--- src/rtl/clkg_pkg.sv ---
package clkg_pkg;

    typedef enum logic [1:0] {
        GS_RUN   = 2'd0,
        GS_DRAIN = 2'd1,
        GS_HALT  = 2'd2,
        GS_ARM   = 2'd3
    } gate_state_t;

    typedef enum logic {
        SP_SAMPLE = 1'b0,
        SP_LOCKED = 1'b1
    } strap_state_t;

    localparam logic [1:0] OPM_NORMAL = 2'b00;
    localparam logic [1:0] OPM_RSVD   = 2'b01;
    localparam logic [1:0] OPM_SPREAD = 2'b10;
    localparam logic [1:0] OPM_HIZ    = 2'b11;

endpackage

--- src/rtl/clkg_sync.sv ---
module clkg_sync #(
    parameter int   STAGES  = 2,
    parameter logic RST_VAL = 1'b0
) (
    input  logic clk,
    input  logic rst_n,
    input  logic d,
    output logic q
);
    logic [STAGES-1:0] shreg;

    always_ff @(posedge clk or negedge rst_n) begin
        if (!rst_n) begin
            shreg <= {STAGES{RST_VAL}};
        end else begin
            shreg <= {shreg[STAGES-2:0], d};
        end
    end

    assign q = shreg[STAGES-1];
endmodule

--- src/rtl/clkg_gate.sv ---
module clkg_gate
    import clkg_pkg::*;
(
    input  logic clk,
    input  logic rst_n,
    input  logic src,
    input  logic stop,
    output logic gout
);
    gate_state_t state_q, state_d;
    logic        pass;

    // next state
    always_comb begin
        state_d = state_q;
        unique case (state_q)
            GS_RUN:   if (stop) state_d = src ? GS_DRAIN : GS_HALT;
            GS_DRAIN: begin
                if (!stop)     state_d = GS_RUN;
                else if (!src) state_d = GS_HALT;
            end
            GS_HALT:  if (!stop) state_d = src ? GS_ARM : GS_RUN;
            GS_ARM: begin
                if (stop)      state_d = GS_HALT;
                else if (!src) state_d = GS_RUN;
            end
        endcase
    end

    // state register
    always_ff @(posedge clk or negedge rst_n) begin
        if (!rst_n) state_q <= GS_ARM;
        else        state_q <= state_d;
    end

    // outputs
    always_comb begin
        pass = (state_q == GS_RUN) || (state_q == GS_DRAIN);
        gout = pass & src;
    end
endmodule

--- src/rtl/clkg_xdiv.sv ---
module clkg_xdiv (
    input  logic clk,
    input  logic rst_n,
    input  logic xtal,
    output logic div2,
    output logic div4
);
    logic xtal_q;
    logic rise;

    assign rise = xtal & ~xtal_q;

    always_ff @(posedge clk or negedge rst_n) begin
        if (!rst_n) begin
            xtal_q <= 1'b0;
            div2   <= 1'b0;
            div4   <= 1'b0;
        end else begin
            xtal_q <= xtal;
            if (rise) begin
                div2 <= ~div2;
                if (div2) div4 <= ~div4;
            end
        end
    end
endmodule

--- src/rtl/clk_gate_ctrl.sv ---
module clk_gate_ctrl
    import clkg_pkg::*;
#(
    parameter int N_PCI       = 5,
    parameter int N_SDG       = 3,
    parameter int SDR_PER_GRP = 4,
    parameter int SYNC_STAGES = 2
) (
    input  logic                         clk,
    input  logic                         rst_n,
    input  logic                         cpu_src,
    input  logic                         pci_src,
    input  logic                         ref_src,
    input  logic                         sdram_src,
    input  logic                         usb48_src,
    input  logic                         usb24_src,
    input  logic                         xtal_src,
    input  logic                         cpu_stop_n,
    input  logic                         pcistop_pin,
    input  logic                         mode_strap,
    input  logic [1:0]                   op_mode,
    input  logic                         test_en,
    input  logic                         en_cpu,
    input  logic                         en_cpu_free,
    input  logic [N_PCI-1:0]             en_pci,
    input  logic                         en_pci_free,
    input  logic                         en_ref0,
    input  logic                         en_ref1,
    input  logic                         en_apic,
    input  logic                         en_48,
    input  logic                         en_24,
    input  logic [N_SDG-1:0]             en_sdram,
    output logic                         cpu_out,
    output logic                         cpu_free_out,
    output logic [N_PCI-1:0]             pci_out,
    output logic                         pci_free_out,
    output logic                         ref0_out,
    output logic                         ref1_out,
    output logic                         apic_out,
    output logic                         out48,
    output logic                         out24,
    output logic [N_SDG*SDR_PER_GRP-1:0] sdram_out,
    output logic                         sdram_free_out,
    output logic                         out_drive,
    output logic                         spread_on
);
    localparam int IDX_CPU  = 0;
    localparam int IDX_CPUF = 1;
    localparam int IDX_PCIF = 2;
    localparam int IDX_REF0 = 3;
    localparam int IDX_REF1 = 4;
    localparam int IDX_APIC = 5;
    localparam int IDX_U48  = 6;
    localparam int IDX_U24  = 7;
    localparam int IDX_PCI  = 8;
    localparam int IDX_SDG  = IDX_PCI + N_PCI;
    localparam int NG       = IDX_SDG + N_SDG;

    // strap capture machine
    strap_state_t strap_state_q, strap_state_d;
    logic         strap_q;
    logic         strap_locked;

    always_comb begin
        strap_state_d = strap_state_q;
        unique case (strap_state_q)
            SP_SAMPLE: strap_state_d = SP_LOCKED;
            SP_LOCKED: strap_state_d = SP_LOCKED;
        endcase
    end

    always_ff @(posedge clk or negedge rst_n) begin
        if (!rst_n) strap_state_q <= SP_SAMPLE;
        else        strap_state_q <= strap_state_d;
    end

    always_ff @(posedge clk or negedge rst_n) begin
        if (!rst_n)                          strap_q <= 1'b0;
        else if (strap_state_q == SP_SAMPLE) strap_q <= mode_strap;
    end

    assign strap_locked = (strap_state_q == SP_LOCKED);

    // stop synchronizers
    logic cpu_halt_s;
    logic pin_s;
    logic pci_halt;

    clkg_sync #(.STAGES(SYNC_STAGES), .RST_VAL(1'b0)) u_sync_cpu (
        .clk(clk), .rst_n(rst_n), .d(~cpu_stop_n), .q(cpu_halt_s)
    );
    clkg_sync #(.STAGES(SYNC_STAGES), .RST_VAL(1'b1)) u_sync_pin (
        .clk(clk), .rst_n(rst_n), .d(pcistop_pin), .q(pin_s)
    );

    assign pci_halt = ~strap_q & ~pin_s;

    // test-mode crystal dividers
    logic div2, div4;
    clkg_xdiv u_xdiv (
        .clk(clk), .rst_n(rst_n), .xtal(xtal_src), .div2(div2), .div4(div4)
    );

    logic ref_mux, s48_mux, s24_mux;
    assign ref_mux = test_en ? xtal_src : ref_src;
    assign s48_mux = test_en ? div2     : usb48_src;
    assign s24_mux = test_en ? div4     : usb24_src;

    // per-output gate sources and requests
    logic [NG-1:0] g_src, g_stop, g_out;

    always_comb begin
        g_src[IDX_CPU]   = cpu_src;
        g_stop[IDX_CPU]  = cpu_halt_s | ~en_cpu;
        g_src[IDX_CPUF]  = cpu_src;
        g_stop[IDX_CPUF] = ~en_cpu_free;
        g_src[IDX_PCIF]  = pci_src;
        g_stop[IDX_PCIF] = ~en_pci_free;
        g_src[IDX_REF0]  = ref_mux;
        g_stop[IDX_REF0] = ~strap_q | ~en_ref0;
        g_src[IDX_REF1]  = ref_mux;
        g_stop[IDX_REF1] = ~en_ref1;
        g_src[IDX_APIC]  = ref_mux;
        g_stop[IDX_APIC] = ~en_apic;
        g_src[IDX_U48]   = s48_mux;
        g_stop[IDX_U48]  = ~en_48;
        g_src[IDX_U24]   = s24_mux;
        g_stop[IDX_U24]  = ~en_24;
        for (int i = 0; i < N_PCI; i++) begin
            g_src[IDX_PCI+i]  = pci_src;
            g_stop[IDX_PCI+i] = pci_halt | ~en_pci[i];
        end
        for (int g = 0; g < N_SDG; g++) begin
            g_src[IDX_SDG+g]  = sdram_src;
            g_stop[IDX_SDG+g] = ~en_sdram[g];
        end
    end

    for (genvar gi = 0; gi < NG; gi++) begin : g_gate
        clkg_gate u_gate (
            .clk(clk), .rst_n(rst_n),
            .src(g_src[gi]), .stop(g_stop[gi]), .gout(g_out[gi])
        );
    end

    assign cpu_out        = g_out[IDX_CPU];
    assign cpu_free_out   = g_out[IDX_CPUF];
    assign pci_free_out   = g_out[IDX_PCIF];
    assign ref0_out       = g_out[IDX_REF0];
    assign ref1_out       = g_out[IDX_REF1];
    assign apic_out       = g_out[IDX_APIC];
    assign out48          = g_out[IDX_U48];
    assign out24          = g_out[IDX_U24];
    assign pci_out        = g_out[IDX_PCI +: N_PCI];
    assign sdram_free_out = sdram_src;

    for (genvar sg = 0; sg < N_SDG; sg++) begin : g_sdg
        for (genvar sk = 0; sk < SDR_PER_GRP; sk++) begin : g_bit
            assign sdram_out[sg*SDR_PER_GRP+sk] = g_out[IDX_SDG+sg];
        end
    end

    // operating mode decode
    always_ff @(posedge clk or negedge rst_n) begin
        if (!rst_n) begin
            out_drive <= 1'b1;
            spread_on <= 1'b0;
        end else begin
            unique case (op_mode)
                OPM_NORMAL, OPM_RSVD: begin out_drive <= 1'b1; spread_on <= 1'b0; end
                OPM_SPREAD:           begin out_drive <= 1'b1; spread_on <= 1'b1; end
                OPM_HIZ:              begin out_drive <= 1'b0; spread_on <= 1'b0; end
            endcase
        end
    end
endmodule

--- config.mk ---
export PLATFORM = sky130hd
export DESIGN_NAME = clk_gate_ctrl
export DESIGN_NICKNAME = d
export VERILOG_FILES = /design/src/rtl/clkg_pkg.sv /design/src/rtl/clkg_sync.sv /design/src/rtl/clkg_gate.sv /design/src/rtl/clkg_xdiv.sv /design/src/rtl/clk_gate_ctrl.sv
export SDC_FILE = /design/constraint.sdc
export NUM_CORES = 1
export LEC_CHECK = 0
export ABC_AREA = 1
export BUFFER_PORTS_ARGS = -buffer_cell sky130_fd_sc_hd__buf_2
export CORE_ASPECT_RATIO = 1.4
export CORE_MARGIN = 5
export CORE_UTILIZATION = 47
export CTS_BUF_LIST = sky130_fd_sc_hd__clkbuf_16
export CTS_CLUSTER_SIZE = 14
export DETAILED_ROUTE_END_ITERATION = 6
export PLACE_DENSITY_LB_ADDON = 0.1
export SETUP_SLACK_MARGIN = 0.15
export SLEW_MARGIN = 15
export SYNTH_ARGS = -nofsm -noshare
export SYNTH_HDL_FRONTEND = slang
export SYNTH_HIERARCHICAL = 1
export SYNTH_SLANG_ARGS = --single-unit
--- constraint.sdc ---
create_clock -name clk -period 1.5 [get_ports clk]
set_clock_uncertainty 0.05 [all_clocks]
set_input_delay 0.225 -clock clk [delete_from_list [all_inputs] [get_ports clk]]
set_output_delay 0.225 -clock clk [all_outputs]
set_load 0.01 [all_outputs]
[After elaboration in Yosys (flattened, before gate mapping)]
Index checks and enable logic that the tools add are counted.
Word-level totals
  input bits: 31
  output and inout port bits: 28
  register bits: 43
  word-level logic and storage cells: 339
Cells by class
  equal/unequal tests: 115
  reduce and logical (&&, ||, !) cells: 52
  bitwise operators: 38
  muxes and demuxes: 109
Operator list (number)
  two-way mux 2 bit: 88
  one-hot mux 2 bit (4 select lines): 16
  inequality test 3 bit (second input constant): 26
  equality test 2 bit (second input constant): 34
  AND reduction 4 bit: 16
  inequality test 2 bit (second input constant): 25
  equality test 2 x 1 -> 1 bit (second input constant): 17
  logical NOT 2 bit: 17
  bitwise AND 1 bit: 18
  inequality test 3 x 2 -> 1 bit (second input constant): 6
  logical OR 1 bit: 16
  inequality test 2 x 1 -> 1 bit (second input constant): 7
  NOT 1 bit: 13
  bitwise OR 1 bit: 7
  OR reduction 3 bit: 2
  one-hot mux 1 bit (2 select lines): 2
  two-way mux 1 bit: 3
  AND reduction 2 bit: 1

[Logic depth before layout (Yosys ltp)]
Gate-level depths: netlist (run 1).
  depth in word-level cells: 5
  gate-level depth with buffers: 6
  depth with buffers taken out: 6

[Modules after synthesis]
Netlist (run 1), hierarchy kept.
Modules (own cells, without submodules)
  clkg_gate: seq. area each 26.3 um^2, times used 16, cells an instance 5, area each 43.8 um^2
  clk_gate_ctrl: seq. area each 101.3 um^2, times used 1, cells an instance 50, area each 317.8 um^2
  clkg_xdiv: seq. area each 75.1 um^2, times used 1, cells an instance 13, area each 118.9 um^2
  clkg_sync at u_sync_pin: seq. area each 52.6 um^2, times used 1, cells an instance 2, area each 52.6 um^2
  clkg_sync at u_sync_cpu: seq. area each 50.0 um^2, times used 1, cells an instance 2, area each 50.0 um^2

[Least setup slack after synthesis (run 1)]
Ideal clock, no wire load.
  kind: reg-to-output
  start: register g_gate[15].u_gate.state_q[1]
  end: output sdram_out[10]
  setup slack: 0.504 ns
  cell stages (with the launch flop): 3
  data required time: 1.225 ns
  buffers on the path: 1
  arrival time: 0.721 ns
  cells stage by stage: dfstp_2 nor2_2 buf_4
Between the ends
  longest elaborated chain between the ends: 3
  elaborated cells on any way between the ends: 4
  classes of those cells: eq/ne: 1; bitwise: 1; reduce/logical: 2
Ends and longest elaborated chain
  start, declared: RTL line clkg_gate.sv:10  | gate_state_t state_q, state_d;
  start signal, assigned: RTL line clkg_gate.sv:33  | else state_q <= state_d;
  equality test 2 x 1 -> 1 bit or logical NOT 2 bit (tied branches): RTL line clkg_gate.sv:38  | pass = (state_q == GS_RUN) || (state_q == GS_DRAIN);
  logical OR 1 bit *: RTL line clkg_gate.sv:38
  bitwise AND 1 bit *: RTL line clkg_gate.sv:39  | gout = pass & src;
  end, declared: RTL line clk_gate_ctrl.sv:42  | output logic [N_SDG*SDR_PER_GRP-1:0] sdram_out,
Mark *: on every way between the ends. The rest lies on a longest branch, timed or not.

[Worst setup path after layout (run 1)]
  start: register u_xdiv.div4
  end: output out24
Between the ends
  longest elaborated chain between the ends: 2
Ends and longest elaborated chain
  start, declared: RTL line clkg_xdiv.sv:6  | output logic div4
  start signal, assigned: RTL line clkg_xdiv.sv:22  | if (div2) div4 <= ~div4;
  two-way mux 1 bit: RTL line clk_gate_ctrl.sv:107  | assign s24_mux = test_en ? div4 : usb24_src;
  named net s24_mux: RTL line clk_gate_ctrl.sv:104  | logic ref_mux, s48_mux, s24_mux;
  bitwise AND 1 bit: RTL line clkg_gate.sv:39
  end, declared: RTL line clk_gate_ctrl.sv:41  | output logic out24,
The timed path passes the listed nets, and every way through them passes these cells.

==> results of run 1 <==
## flip-flops by register name, indices dropped and copies added (netlist names)
register and count:
strap_locked 1, spread_on 1, out_drive 1, u_xdiv/div4 1, g_gate.u_gate/state_q 16, u_sync_pin/shreg 2
strap_q 1, u_sync_cpu/shreg 2, u_xdiv/div2 1, u_xdiv/xtal_q 1
## cells by family (layout without fill, tap and decap cells)
group,count (synthesis),after routing,share of synthesized area (%)
flops,27,27,56.4
compound gates,5,5,2.02
buf+inv,43,98,16.0
other cells,1,1,0.302
simple gates,71,71,25.2
## area by class of cell
type	count	share of cell area, %
Clock buffer	3	4.66
Clock inverter	1	0.466
Inverter	33	7.69
Tap cell	36	2.80
Timing Repair Buffer	61	19.6
Sequential cell	27	43.4
Multi-Input combinational cell	77	21.4
## through the flow
step / cells / cell area, um2 / power (uW)
3_3_place_gp: 231 / 1500 / 1180
2_1_floorplan: 147 / 1240 / 1080
3_5_place_dp: 231 / 1500 / 1200
4_1_cts: 237 / 1600 / 1820
5_1_grt: 238 / 1610 / 1920
6_report: 238 / 1610 / 1820
## power breakdown
group / internal, uW / switching [uW] / total [uW] / leakage [uW]
clock network: 362 / 238 / 600 / 0.0000371
registers: 845 / 40.2 / 885 / 0.000295
logic: 147 / 185 / 331 / 0.000589
total: 1350 / 463 / 1820 / 0.000922
## final timing paths
| check | start | to | slack (ns) |
|---|---|---|---|
| max | u_xdiv/div4 | out24 | 0.19 |
| min | pcistop_pin | u_sync_pin/shreg[0] | 0.02 |
| max reg2reg | strap_q | g_gate[10].u_gate/state_q[1] | 0.58 |
| min reg2reg | u_sync_cpu/shreg[0] | u_sync_cpu/shreg[1] | 0.30 |
| max in group asynchronous | rst_n | g_gate[8].u_gate/state_q[1] | 0.56 |
| min in group asynchronous | rst_n | u_xdiv/div4 | 0.45 |
## routing by layer
layer / global-route usage (%) / share of wire, % / up-vias
met3: 3.37 / 8.1 / 0
li1: - / - / 519
met5: 0 / 0 / -
met2: 25.2 / 53 / 34
met1: 15.8 / 39 / 463
met4: 3.41 / 0 / 0
## layout by cell type, fill, tap and decap left out
cell | synthesis | routed
nand2_1 | 19 | 18
and2_1 | 1 | 1
nand4_1 | 1 | 1
nor2_1 | 33 | 33
o21ai_0 | 5 | 5
buf_4 | 10 | 2
buf_2 | 0 | 58
conb_1 | 1 | 1
nand3_1 | 1 | 1
clkinvlp_4 | 0 | 1
dfstp_2 | 19 | 19
nand2_2 | 0 | 1
dfrtp_1 | 8 | 8
clkbuf_16 | 0 | 3
dlygate4sd3_1 | 0 | 1
inv_1 | 32 | 31
nor2_2 | 16 | 16
inv_2 | 1 | 2
## critical path: cells and delay by family, from the launching register on
kind	cells	cell delay [ns]
and+or+nand+nor	3	0.24
buffers and inverters	2	0.19
DFF	1	0.36
## what timing repair did
item,CTS,global route
endpoints found under the hold margin,8,0
hold buffers,1,0
resized for setup,0,2
endpoints found under the setup margin,1,2
buffers inserted,1,1
==> run_results.csv, run 1 <==
group,metric,value,unit
outcome,status,"finished clean",
worst_setup_path,slowest_delay,0.36,ns
finish,num-fill-cells,250,
grt,grt_use_total,13.9,%
clock_network,clockRootBuffer,"clkbuf_16",
floorplanning,rows,22,
floorplanning,boundaryPins,59,
sta,final.min_clock_period,1.31,ns
floorplanning,die_y,70.8,um
synthesis,yosys_most_used_dff,"dfstp_2",
worst_setup_path,cp-start-kind,"flop",
route,drc,0,
synthesis,yosysUniqueCellTypes,13,
synthesis,syn_area_per_cell,8.43,um2
floorplanning,dieArea,0.00378,mm2
place,numPortBuffers,58,
synthesis,synth.most_common_cell,"nor2_1",
place,preCtsSetupSlack,0.249,ns
route,wl_per_cell,10.3,um
grt,antenna_found_initial,0,
finish,syn_to_final_growth,29.9,%
clock_network,cts_made_buffers,3,
grt,grt_pass1_wl,4110,um
worst_setup_path,cp.arrival,1.04,ns
place,place_congestion,0.714,
sta,hold_viol,0,
sta,rsz0062_at_grt,"yes",
worst_setup_path,endpoint_kind,"output port",
clock_network,clk_pin_slew,0.07,ns
sta,fin_hold_ws,0.0154,ns
worst_setup_path,worst_path_max_delay_cell,"dfrtp_1",
sta,maxSlewHeadroom,61.6,%
worst_setup_path,cpMostUsedCell,"nand2_1",
synthesis,synth_area_leaders,"dfstp_2 (40%), dfrtp_1 (16%), nor2_1 (10%)",
worst_setup_path,required,1.22,ns
floorplanning,die_x,53.4,um
worst_setup_path,cp_cell_sequence,"nand2_1 -> nand2_1 -> inv_1 -> nor2_2 -> buf_2",
route,vias_per_cell,4.27,
sta,fin_setup_tns,0,ns
synthesis,synthArstFlopShare,100,%
synthesis,syn_nets,178,
finish,seq_area,699,um2
synthesis,ys_seq_elements,27,
synthesis,synth_edf_count,0,
route,wirelength,2450,um
power,leakagePower,0.000922,uW
sta,fin_ws,0.189,ns
worst_setup_path,path_max_fanout,2,
worst_setup_path,rr_worst_depth,3,
floorplanning,initial_utilization,47.9,%
place,hpwl,1950,um
clock_network,clock_latency,0.25,ns
finish,drive_gt1_share,50.5,%
route,ant_nets,0,
route,drt_iter0_drc,8,
sta,drv_slew,0,
sta,post-route-period-util,87.4,%
run,cap_violations,0,
sta,timing.fmax,0.763,GHz
clock_network,htree_levels,1,
clock_network,clk_path_buf_depth,2,
synthesis,syn-cell-area,0.00124,mm2
sta,setup_viol,0,
synthesis,yosys-top-cells-count,"nor2_1 (33), inv_1 (32), dfstp_2 (19), nand2_1 (19), nor2_2 (16)",
worst_hold_path,hold_path_class,"input port to flop",
synthesis,yosys_warnings,6,
finish,multi_input_area,344,um2
worst_setup_path,worstSetupPathType,"flop to output port",
grt,grt_start_max_net_pins,28,
floorplanning,coreArea,0.00259,mm2
clock_network,clock-sinks,27,
finish,n_antenna_cell,0,
route,dr.pass1.iters,3,
synthesis,yosysTopAreaCellShare,40.3,%
grt,grt_pass1_vias,1054,
synthesis,yosys.area.top_type,"dfstp_2",
synthesis,yosysSeqAreaShare,56.4,%
power,ir_drop,0.817,mV
clock_network,cts_tree,"yes",
worst_hold_path,min_path_cells,1,
route,vias,1016,
finish,fin_util,62.2,%
synthesis,syn_inst,147,
grt,grt-ovfl-total,0,
power,power_density,1130,mW/mm2
finish,nNetsFinal,234,
sta,worst_slew_pin_slew,0.576,ns
Note: power is estimated with default switching activity, not from simulation.
==> inputs of run 2 (changes only) <==
ABC_AREA = default   (was 1)
==> run_results.csv, run 2 <==
group,metric,value,unit
outcome,status,"finished with violations",
outcome,violations,"setup timing",
clock_network,clock_latency,0.26,ns
clock_network,htree_levels,1,
worst_setup_path,path_max_fanout,2,
synthesis,syn_nets,128,
sta,hold_viol,0,
synthesis,yosys-top-cells-count,"dfstp_2 (19), mux2_2 (17), and2b_2 (16)",
place,hpwl,1700,um
synthesis,yosys_warnings,6,
synthesis,synth_area_leaders,"dfstp_2 (40%), dfrtp_1 (16%), mux2_2 (15%)",
worst_hold_path,min_to,"u_sync_pin/shreg[0]",
grt,grt_start_max_net_pins,28,
grt,grt_use_total,13.4,%
grt,antenna_found_initial,0,
route,drc,0,
clock_network,clockRootBuffer,"clkbuf_16",
finish,final_common_cell,"buf_2",
finish,n_antenna_cell,0,
synthesis,syn_area_per_cell,13.0,um2
clock_network,clk_path_buf_depth,2,
sta,timing.fmax,0.665,GHz
route,wl_per_cell,12.7,um
clock_network,clock-sinks,27,
power,power_density,1160,mW/mm2
place,place_congestion,0.652,
grt,grt-ovfl-total,0,
synthesis,yosysUniqueCellTypes,15,
synthesis,ys_seq_elements,27,
sta,rsz0062_at_grt,"yes",
finish,num-fill-cells,202,
power,leakagePower,0.000905,uW
worst_setup_path,cpLargestDelayFamily,"flip-flops",
floorplanning,dieArea,0.00382,mm2
worst_setup_path,reg2reg_setup_slack,0.21,ns
sta,drv_slew,0,
synthesis,yosysTopAreaCellShare,39.7,%
worst_setup_path,cp-startpoint,"u_xdiv/div2",
worst_hold_path,hp-start,"pcistop_pin",
route,ant_nets,0,
worst_setup_path,endpoint_kind,"output port",
clock_network,cts_tree,"yes",
power,ir_drop,1.04,mV
synthesis,yosysSeqAreaShare,55.6,%
route,wirelength,2460,um
worst_hold_path,hold_path_class,"input port to flop",
worst_setup_path,cp_num_buf_inv,1,
route,vias,879,
sta,final.min_clock_period,1.50,ns
floorplanning,rows,22,
worst_setup_path,required,1.22,ns
finish,reg_top3,"g_gate.u_gate/state_q (16), u_sync_cpu/shreg (2), u_sync_pin/shreg (2)",
floorplanning,coreArea,0.00259,mm2
finish,drive_gt1_share,79.1,%
synthesis,syn_inst,97,
clock_network,clk_pin_slew,0.06,ns
synthesis,synth.most_common_cell,"dfstp_2",
floorplanning,boundaryPins,59,
sta,fin_setup_tns,-0.00334,ns
worst_setup_path,worstSetupPathType,"flop to output port",
floorplanning,die_x,53.7,um
worst_setup_path,slowest_delay,0.38,ns
sta,post-route-period-util,100,%
finish,final_cell_mix,"buf_2 (33), buf_6 (25), dfstp_2 (19), mux2_2 (18), and2b_2 (16)",
worst_setup_path,rr_worst_depth,4,
finish,stdcell_count,194,
synthesis,yosys.area.top_type,"dfstp_2",
clock_network,cts_made_buffers,3,
place,dpl.cell_count,181,
run,cap_violations,0,
sta,fin_ws,-0.00334,ns
floorplanning,die_y,71.2,um
synthesis,yosys_most_used_dff,"dfstp_2",
worst_setup_path,timing.rr.end,"g_gate[6].u_gate/state_q[1]",
worst_setup_path,cp_cell_sequence,"mux2_4 -> and2b_2 -> buf_6",
grt,grt_pass1_vias,903,
sta,setup_viol,1,
finish,largest_reg_flops,16,
finish,regMostFlops,"g_gate.u_gate/state_q",
sta,maxSlewHeadroom,63.0,%
synthesis,synthArstFlopShare,100,%
finish,syn_to_final_growth,45.7,%
route,drt_iter0_drc,8,
synthesis,syn-cell-area,0.00126,mm2
worst_hold_path,min_path_cells,1,
sta,worst_slew_pin_slew,0.554,ns
floorplanning,initial_utilization,48.6,%
finish,nNetsFinal,190,
worst_setup_path,cp-start-kind,"flop",
place,numPortBuffers,58,
power,total_power,2130,uW
worst_setup_path,worstReg2RegStart,"u_xdiv/div2",
grt,grt_pass1_wl,3750,um
synthesis,synth_edf_count,0,
worst_setup_path,cp.arrival,1.23,ns
route,vias_per_cell,4.53,
route,dr.pass1.iters,4,
finish,fin_util,70.8,%
worst_setup_path,worst_path_max_delay_cell,"dfrtp_1",
run 2: changes by cell type after synthesis, sizes merged:
cell / delta
and2: -1
and2b: +16
inv: -23
mux2: +20
nand2: -17
nand2b: +2
nand3: -1
nand3b: +1
nand4: -1
nor2: -49
nor2b: +1
xnor2: +2
run 2: cells by family after synthesis:
kind of cell | synth area share, %
flops | 55.6
other cells | 0.298
compound gates | 1.99
simple gates | 13.8
buf+inv | 8.96
xor+xnor | 1.39
mux | 17.9
run 2: per-stage QoR:
step	area [um2]	hold WS (ns)	setup slack (ns)
2_1_floorplan	1260	-0.121	0.329
5_1_grt	1830	0.00503	-0.0391
4_1_cts	1800	0.0114	0.0000669
3_5_place_dp	1520	0.201	0.0969
3_3_place_gp	1520	0.201	0.130
6_report	1830	0.0125	-0.00334
run 2: where the power goes:
group	internal, uW	switching (uW)	leakage [uW]	total, uW
combinational	396	208	0.000570	604
clock	359	232	0.0000409	591
sequential	879	51.9	0.000295	931
run 2: timing repair:
item / 4_1_cts / 5_1_grt
endpoints found under the setup margin: 25 / 25
gates cloned: 0 / 0
setup buffers: 4 / 4
endpoints found under the hold margin: 8 / 0
hold buffers: 1 / 0
resized for setup: 28 / 0
run 2: layout make-up:
class                   count  area (um2)  area share, %
clock buffers               3        75.1           4.10
clock inverters             1        5.00          0.273
inverters                  10        37.5           2.05
multi-input cells          50         453           24.7
flip-flops and latches     27         699           38.2
well taps                  36        45.0           2.46
repair buffers             67         517           28.2
run 2: routing by layer:
layer,wire length [um],vias up,global-route usage (%)
met5,0,-,0
met4,51,0,5.97
met3,209,5,3.79
met2,1330,39,23.6
met1,867,417,14.0
li1,-,418,-
run 2: worst max path at each step:
| stage | endpoint | slack (ns) | cells after the start |
|---|---|---|---|
| global placement | ref0_out | 0.13 | 4 |
| global route | out48 | -0.04 | 3 |
| finish | out48 | -0.003 | 3 |
| floorplan | out48 | 0.33 | 2 |
| CTS | out48 | 0.00007 | 3 |
| detailed placement | ref1_out | 0.1 | 4 |
run 2: worst reg2reg max path: stages (launching register included):
cell,delay (ns)
dfrtp_1,0.38
mux2_4,0.27
buf_4,0.13
buf_4,0.12
mux2_2,0.26
